--- src/rtl/disp_ser_pkg.sv ---
// Shared constants, types and the fixed lane bit-gather map for the serializer.
// Assumes a 7-slot period and four lanes; the map is part of the link format.
package disp_ser_pkg;

    localparam int NUM_LANES  = 4;
    localparam int SLOT_COUNT = 7;
    localparam int WORD_BITS  = NUM_LANES * SLOT_COUNT;
    localparam int IDX_W      = $clog2(WORD_BITS);

    typedef logic [SLOT_COUNT-1:0] slice_t;
    typedef logic [WORD_BITS-1:0]  word_t;

    // Word bit index sent by a lane in a slot (slot 0 goes out first).
    function automatic int src_bit(input int lane, input int slot);
        int key;
        key = lane * 8 + slot;
        case (key)
            0:  return 7;   1:  return 6;   2:  return 4;   3:  return 3;
            4:  return 2;   5:  return 1;   6:  return 0;
            8:  return 18;  9:  return 15;  10: return 14;  11: return 13;
            12: return 12;  13: return 9;   14: return 8;
            16: return 26;  17: return 25;  18: return 24;  19: return 22;
            20: return 21;  21: return 20;  22: return 19;
            24: return 23;  25: return 17;  26: return 16;  27: return 11;
            28: return 10;  29: return 5;   30: return 27;
            default: return 0;
        endcase
    endfunction

    // Collect a lane's seven bits; slot 0 lands in the MSB so it shifts out first.
    function automatic slice_t gather(input word_t w, input int lane);
        slice_t s;
        logic [IDX_W-1:0] idx;
        s = '0;
        for (int p = 0; p < SLOT_COUNT; p++) begin
            idx = IDX_W'(src_bit(lane, p));
            s[SLOT_COUNT-1-p] = w[idx];
        end
        return s;
    endfunction

endpackage

--- src/rtl/disp_ser_slot_timer.sv ---
// Slot counter and forwarded-clock generator.
// Counts bit slots 0..SLOTS-1; flags the last slot as the word boundary.
// Shutdown parks the counter on the last slot, so the release edge is a boundary.
// Assumes HIGH_SLOTS < SLOTS.
module disp_ser_slot_timer #(
    parameter int SLOTS      = 7,
    parameter int HIGH_SLOTS = (SLOTS + 1) / 2
) (
    input  logic clk,
    input  logic shdn_n,
    output logic boundary_o,
    output logic clk_lane_o
);
    localparam int            SW   = $clog2(SLOTS);
    localparam logic [SW-1:0] LAST = SW'(SLOTS - 1);
    localparam logic [SW-1:0] HIGH = SW'(HIGH_SLOTS);

    logic [SW-1:0] slot_q;
    logic [SW-1:0] slot_d;
    logic          clk_q;

    // Next slot with wrap at the end of the period.
    always_comb slot_d = (slot_q == LAST) ? '0 : slot_q + 1'b1;

    // Advance the slot and register the clock-lane level of the coming slot.
    always_ff @(posedge clk) begin
        if (!shdn_n) begin
            slot_q <= LAST;
            clk_q  <= 1'b0;
        end else begin
            slot_q <= slot_d;
            clk_q  <= (slot_d < HIGH);
        end
    end

    assign boundary_o = (slot_q == LAST);
    assign clk_lane_o = clk_q;

endmodule

--- src/rtl/disp_ser_lock_wait.sv ---
// Lock-wait timer: counts bit clocks after shutdown release and raises
// locked_o after WAIT_CYCLES edges. Holds until the next shutdown.
// Assumes WAIT_CYCLES >= 1.
module disp_ser_lock_wait #(
    parameter int unsigned WAIT_CYCLES = 4096
) (
    input  logic clk,
    input  logic shdn_n,
    output logic locked_o
);
    localparam int            CW   = $clog2(WAIT_CYCLES + 1);
    localparam logic [CW-1:0] DONE = CW'(WAIT_CYCLES);

    logic [CW-1:0] cnt_q;

    // Saturating count of edges since release.
    always_ff @(posedge clk) begin
        if (!shdn_n)
            cnt_q <= '0;
        else if (cnt_q != DONE)
            cnt_q <= cnt_q + 1'b1;
    end

    assign locked_o = (cnt_q == DONE);

endmodule

--- src/rtl/disp_ser_capture.sv ---
// Holding register for the parallel word; loads on every strobed edge.
// Assumes the strobe is synchronous to the bit clock.
module disp_ser_capture #(
    parameter int WIDTH = 28
) (
    input  logic             clk,
    input  logic             shdn_n,
    input  logic             take_i,
    input  logic [WIDTH-1:0] word_i,
    output logic [WIDTH-1:0] word_o
);
    logic [WIDTH-1:0] hold_q;

    // Capture the incoming word when strobed; clear on shutdown.
    always_ff @(posedge clk) begin
        if (!shdn_n)
            hold_q <= '0;
        else if (take_i)
            hold_q <= word_i;
    end

    assign word_o = hold_q;

endmodule

--- src/rtl/disp_ser_lane_shift.sv ---
// One lane: parallel-load, MSB-first shift register.
// When ACTIVE is 0 no register is built and the lane output is tied low.
// Assumes load_i pulses once per period, in the last slot.
module disp_ser_lane_shift #(
    parameter int SLOTS  = 7,
    parameter bit ACTIVE = 1'b1
) (
    input  logic             clk,
    input  logic             shdn_n,
    input  logic             load_i,
    input  logic [SLOTS-1:0] par_i,
    output logic             ser_o
);
    if (ACTIVE) begin : g_on
        logic [SLOTS-1:0] sh_q;

        // Load a fresh slice at the boundary, otherwise shift towards the MSB.
        always_ff @(posedge clk) begin
            if (!shdn_n)
                sh_q <= '0;
            else if (load_i)
                sh_q <= par_i;
            else
                sh_q <= {sh_q[SLOTS-2:0], 1'b0};
        end

        assign ser_o = sh_q[SLOTS-1];
    end else begin : g_off
        assign ser_o = 1'b0;
    end

endmodule

--- src/rtl/disp_serializer_7to1.sv ---
// Seven-to-one serializer top: capture register, slot timer, lock wait and
// four lane shifters fed by the fixed bit-gather map.
// Runs wholly on the bit-rate clock; shdn_n is a synchronous active-low clear.
module disp_serializer_7to1
    import disp_ser_pkg::*;
#(
    parameter int unsigned LOCK_CYCLES = 4096,
    parameter bit          FULL_WIDTH  = 1'b1
) (
    input  logic                 clk,
    input  logic                 shdn_n,
    input  logic                 pix_mark,
    input  logic [WORD_BITS-1:0] pix_word,
    output logic [NUM_LANES-1:0] lane_q,
    output logic                 clk_lane,
    output logic                 link_valid
);
    logic  boundary;
    word_t cap_word;

    disp_ser_slot_timer #(
        .SLOTS(SLOT_COUNT)
    ) u_timer (
        .clk       (clk),
        .shdn_n    (shdn_n),
        .boundary_o(boundary),
        .clk_lane_o(clk_lane)
    );

    disp_ser_lock_wait #(
        .WAIT_CYCLES(LOCK_CYCLES)
    ) u_lock (
        .clk     (clk),
        .shdn_n  (shdn_n),
        .locked_o(link_valid)
    );

    disp_ser_capture #(
        .WIDTH(WORD_BITS)
    ) u_cap (
        .clk   (clk),
        .shdn_n(shdn_n),
        .take_i(pix_mark),
        .word_i(pix_word),
        .word_o(cap_word)
    );

    for (genvar g = 0; g < NUM_LANES; g++) begin : g_lane
        localparam bit ACT = (g != NUM_LANES - 1) || FULL_WIDTH;
        slice_t par;

        assign par = gather(cap_word, g);

        disp_ser_lane_shift #(
            .SLOTS (SLOT_COUNT),
            .ACTIVE(ACT)
        ) u_shift (
            .clk   (clk),
            .shdn_n(shdn_n),
            .load_i(boundary),
            .par_i (par),
            .ser_o (lane_q[g])
        );
    end

endmodule

--- config.mk ---
export PLATFORM = sky130hd
export DESIGN_NAME = disp_serializer_7to1
export DESIGN_NICKNAME = d
export VERILOG_FILES = /design/src/rtl/disp_ser_pkg.sv /design/src/rtl/disp_ser_slot_timer.sv /design/src/rtl/disp_ser_lock_wait.sv /design/src/rtl/disp_ser_capture.sv /design/src/rtl/disp_ser_lane_shift.sv /design/src/rtl/disp_serializer_7to1.sv
export SDC_FILE = /design/constraint.sdc
export NUM_CORES = 1
export LEC_CHECK = 0
export ABC_AREA = 1
export BUFFER_PORTS_ARGS = -buffer_cell sky130_fd_sc_hd__clkbuf_2
export CAP_MARGIN = 30
export CORE_MARGIN = 10
export CORE_UTILIZATION = 40
export DETAILED_ROUTE_END_ITERATION = 8
export HOLD_SLACK_MARGIN = 0.08
export PLACE_DENSITY = 0.66
export REMOVE_ABC_BUFFERS = 1
export SETUP_SLACK_MARGIN = 0.15
export SLEW_MARGIN = 10
export SYNTH_ARGS = -nofsm -noshare
export SYNTH_HDL_FRONTEND = slang
export SYNTH_SLANG_ARGS = --single-unit
--- constraint.sdc ---
create_clock -name clk -period 3.3 [get_ports clk]
set_input_delay 0.66 -clock clk [delete_from_list [all_inputs] [get_ports clk]]
set_output_delay 0.66 -clock clk [all_outputs]
set_load 0.02 [all_outputs]
==> flow_metrics.env <==
export IMPL_syn_inst=331
export IMPL_nets=395
export IMPL_cts_resized=0
export IMPL_required_ps=2640
export IMPL_slowest_stage="dfxtp_1"
export IMPL_worstHoldPathCells=2
export IMPL_design_die_area_mm2=0.0105
export IMPL_boundaryPins=37
export IMPL_cp_arrival_ps=1540
export IMPL_max_slew_margin=0.678
export IMPL_grt_max_degree=57
export IMPL_hold_path_class="register to register"
export IMPL_cp_cell_sequence="inv_1, ha_1, inv_1, nor2_1, nand2_1, nor4_1, clkbuf_2"
export IMPL_htreeDepth=3
export IMPL_synth_area_per_cell_um2=8.22
export IMPL_setup_viol=0
export IMPL_cp_common_cell="inv_1"
export IMPL_finalHoldViolations=0
export IMPL_finalCritPeriodShare=0.667
export IMPL_routedWlPerCell_um=11.0
export IMPL_slowest_delay_ps=330
export IMPL_antenna_cells=0
export IMPL_pre_cts_slack_ps=1440
export IMPL_viasPerCell=4.58
export IMPL_tightest_slew_ps=483
export IMPL_timing_final_crit_period_ps=2200
export IMPL_cts_buffer_depth=2
export IMPL_first_iter_violations=78
export IMPL_crit_buf_inv=3
export IMPL_power_density_mw_per_mm2=603
export IMPL_die_w_um=102
export IMPL_cts_hold_buffers=0
export IMPL_syn_to_final_growth_pct=14.3
export IMPL_coreArea_mm2=0.00672
export IMPL_cp_end_kind="output pin"
export IMPL_tns_ps=0
export IMPL_ys_ff_latch=73
export IMPL_ys_warn_count=0
export IMPL_clk_pin_slew_ps=80
export IMPL_detail_route_antenna_nets=0
export IMPL_status="finished clean"
export IMPL_overflow=0
export IMPL_fmax_ghz=0.455
export IMPL_place_gp_congestion=0.781
export IMPL_dieHeight_um=102
export IMPL_power_leakage_nw=1.31
export IMPL_critPathLaunchType="register"
export IMPL_critPathMaxFanout=3
export IMPL_drt_pass1_iterations=4
export IMPL_critPathTopFamily="simple AND/OR/NAND/NOR gates"
export IMPL_fin_skew_ps=9.15
export IMPL_vias=2042
export IMPL_initial_utilization=0.405
export IMPL_dp_hpwl_um=3200
export IMPL_layout_setup_ws_ps=1100
export IMPL_cp_num_cells=7
export IMPL_yosys_cell_types_count=28
export IMPL_cts_buffers=9
export IMPL_slew_viol_final=0
export IMPL_antenna_found_initial=0
export IMPL_rsz0062_at_grt="false"
export IMPL_std_cell_rows=30
export IMPL_crit_type="register to output pin"
export IMPL_peakVddDrop_v=0.000243
export IMPL_clock_sinks=73
export IMPL_yosysSeqAreaShare=0.537
export IMPL_syn_area_mm2=0.00272
export IMPL_cts_tree="built"
export IMPL_worst_r2r_cell_count=9
export IMPL_track_usage=0.0982
export IMPL_grt_pass1_wl_um=8250
export IMPL_drc=0
export IMPL_layout_drive_gt1_share=0.175
export IMPL_clockRootBuffer="clkbuf_8"
export IMPL_grt_pass1_vias=1938
export IMPL_postCtsSetupBuffers=0
export IMPL_drt_total_wl_um=4910
export IMPL_clk_latency_ps=340
export IMPL_portBuffers=36
export IMPL_maxCapViolations=0
## placed cells by master, fill, tap and decap left out, drive strengths merged
| cell type | instances |
|---|---|
| dfxtp | 73 |
| nor4 | 1 |
| nor3 | 4 |
| buf | 2 |
| clkinv | 2 |
| clkinvlp | 1 |
| nand3 | 8 |
| nand2 | 48 |
| o21bai | 1 |
| ha | 2 |
| o21a | 1 |
| nor2 | 25 |
| a21oi | 39 |
| bufinv | 2 |
| or2 | 1 |
| xor2 | 1 |
| clkbuf | 46 |
| inv | 46 |
| nand4 | 3 |
| o21ai | 60 |
## sequential cells by signal, summed over array words and instances, names as in the netlist
register	cells
u_timer.slot_q	3
u_cap.word_o	28
u_lock.cnt_q	13
g_lane.u_shift.g_on.sh_q	28
u_timer.clk_lane_o	1
## power by group
part / leakage [nW] / total (W) / switching, W / internal, W
sequential: 0.599 / 0.000969 / 0.0000250 / 0.000944
clock: 0.102 / 0.000739 / 0.000317 / 0.000422
combinational: 0.606 / 0.000168 / 0.000110 / 0.0000573
total: 1.31 / 0.00188 / 0.000453 / 0.00142
## metrics by stage
| stage | utilization | power [W] | hold slack, ps | instances | cell area, um2 |
|---|---|---|---|---|---|
| finish | 0.463 | 0.00188 | 422 | 446 | 3110 |
| global route | 0.463 | 0.00197 | 453 | 446 | 3110 |
| CTS | 0.463 | 0.00190 | 426 | 446 | 3110 |
| detailed placement | 0.432 | 0.00116 | 416 | 431 | 2900 |
| global placement | 0.432 | 0.00116 | 410 | 431 | 2900 |
| floorplan | - | 0.00110 | 406 | 313 | 2610 |
## kinds of logic (layout without fill, tap and decap cells)
group	Yosys count	after routing	synth area share
adders and majority gates	2	2	0.00919
AOI/OAI and AO/OA	101	101	0.190
DFF	73	73	0.537
xor gates and xnor gates	1	1	0.00322
and+or+nand+nor	90	90	0.154
buffers and inverters	64	99	0.106
## worst register-to-register path, delay by kind of cell (launching register included)
| kind | cells | cell delay, ps |
|---|---|---|
| simple gates | 6 | 610 |
| fa+ha+maj | 1 | 150 |
| buf+inv | 2 | 150 |
| flops | 1 | 330 |
## area by class of cell
type | count | area, um2
sequential | 73 | 1460
multi-input combinational | 194 | 972
fill | 660 | 3610
clock inverter | 5 | 81.3
inverter | 46 | 173
timing repair buffer | 38 | 195
clock buffer | 10 | 128
tap | 80 | 100
## Yosys cell counts
cell,instances,area share
clkbuf_1,5,0.0069
nor4_1,1,0.0023
nor2_4,3,0.012
o21bai_2,1,0.0041
xor2_1,1,0.0032
nor2_1,21,0.029
o21ai_1,12,0.022
or2_2,1,0.0023
nand4_4,1,0.0078
nand3_2,1,0.0037
o21ai_0,47,0.086
a21oi_1,39,0.072
inv_1,45,0.062
inv_2,1,0.0014
buf_2,5,0.0092
nand2_4,1,0.0041
nor3_1,4,0.0074
ha_1,2,0.0092
o21ai_2,1,0.0032
buf_6,3,0.012
o21a_1,1,0.0028
nor2_2,1,0.0023
nand3_1,7,0.013
nand2_1,46,0.063
nand4_1,2,0.0046
nand2_2,1,0.0023
dfxtp_1,73,0.54
buf_4,5,0.014
## path summary, 6_finish.rpt
path	start	end	slack (ps)
worst min register to register	g_lane[0].u_shift.g_on.sh_q[1]	g_lane[0].u_shift.g_on.sh_q[2]	420
worst min-delay path	g_lane[0].u_shift.g_on.sh_q[1]	g_lane[0].u_shift.g_on.sh_q[2]	420
worst max-delay path	u_lock.cnt_q[0]	link_valid	1100
worst max register to register	u_lock.cnt_q[0]	u_lock.cnt_q[0]	1970
## metal layers
layer	wire length, um	track usage	part of all wire	up-vias
li1	-	-	-	1123
met1	2400	0.119	0.49	879
met2	2170	0.149	0.44	34
met3	275	0.0399	0.056	6
met4	63	0.0456	0.013	0
met5	0	0	0	-
Power figures use the tool's default switching activity.
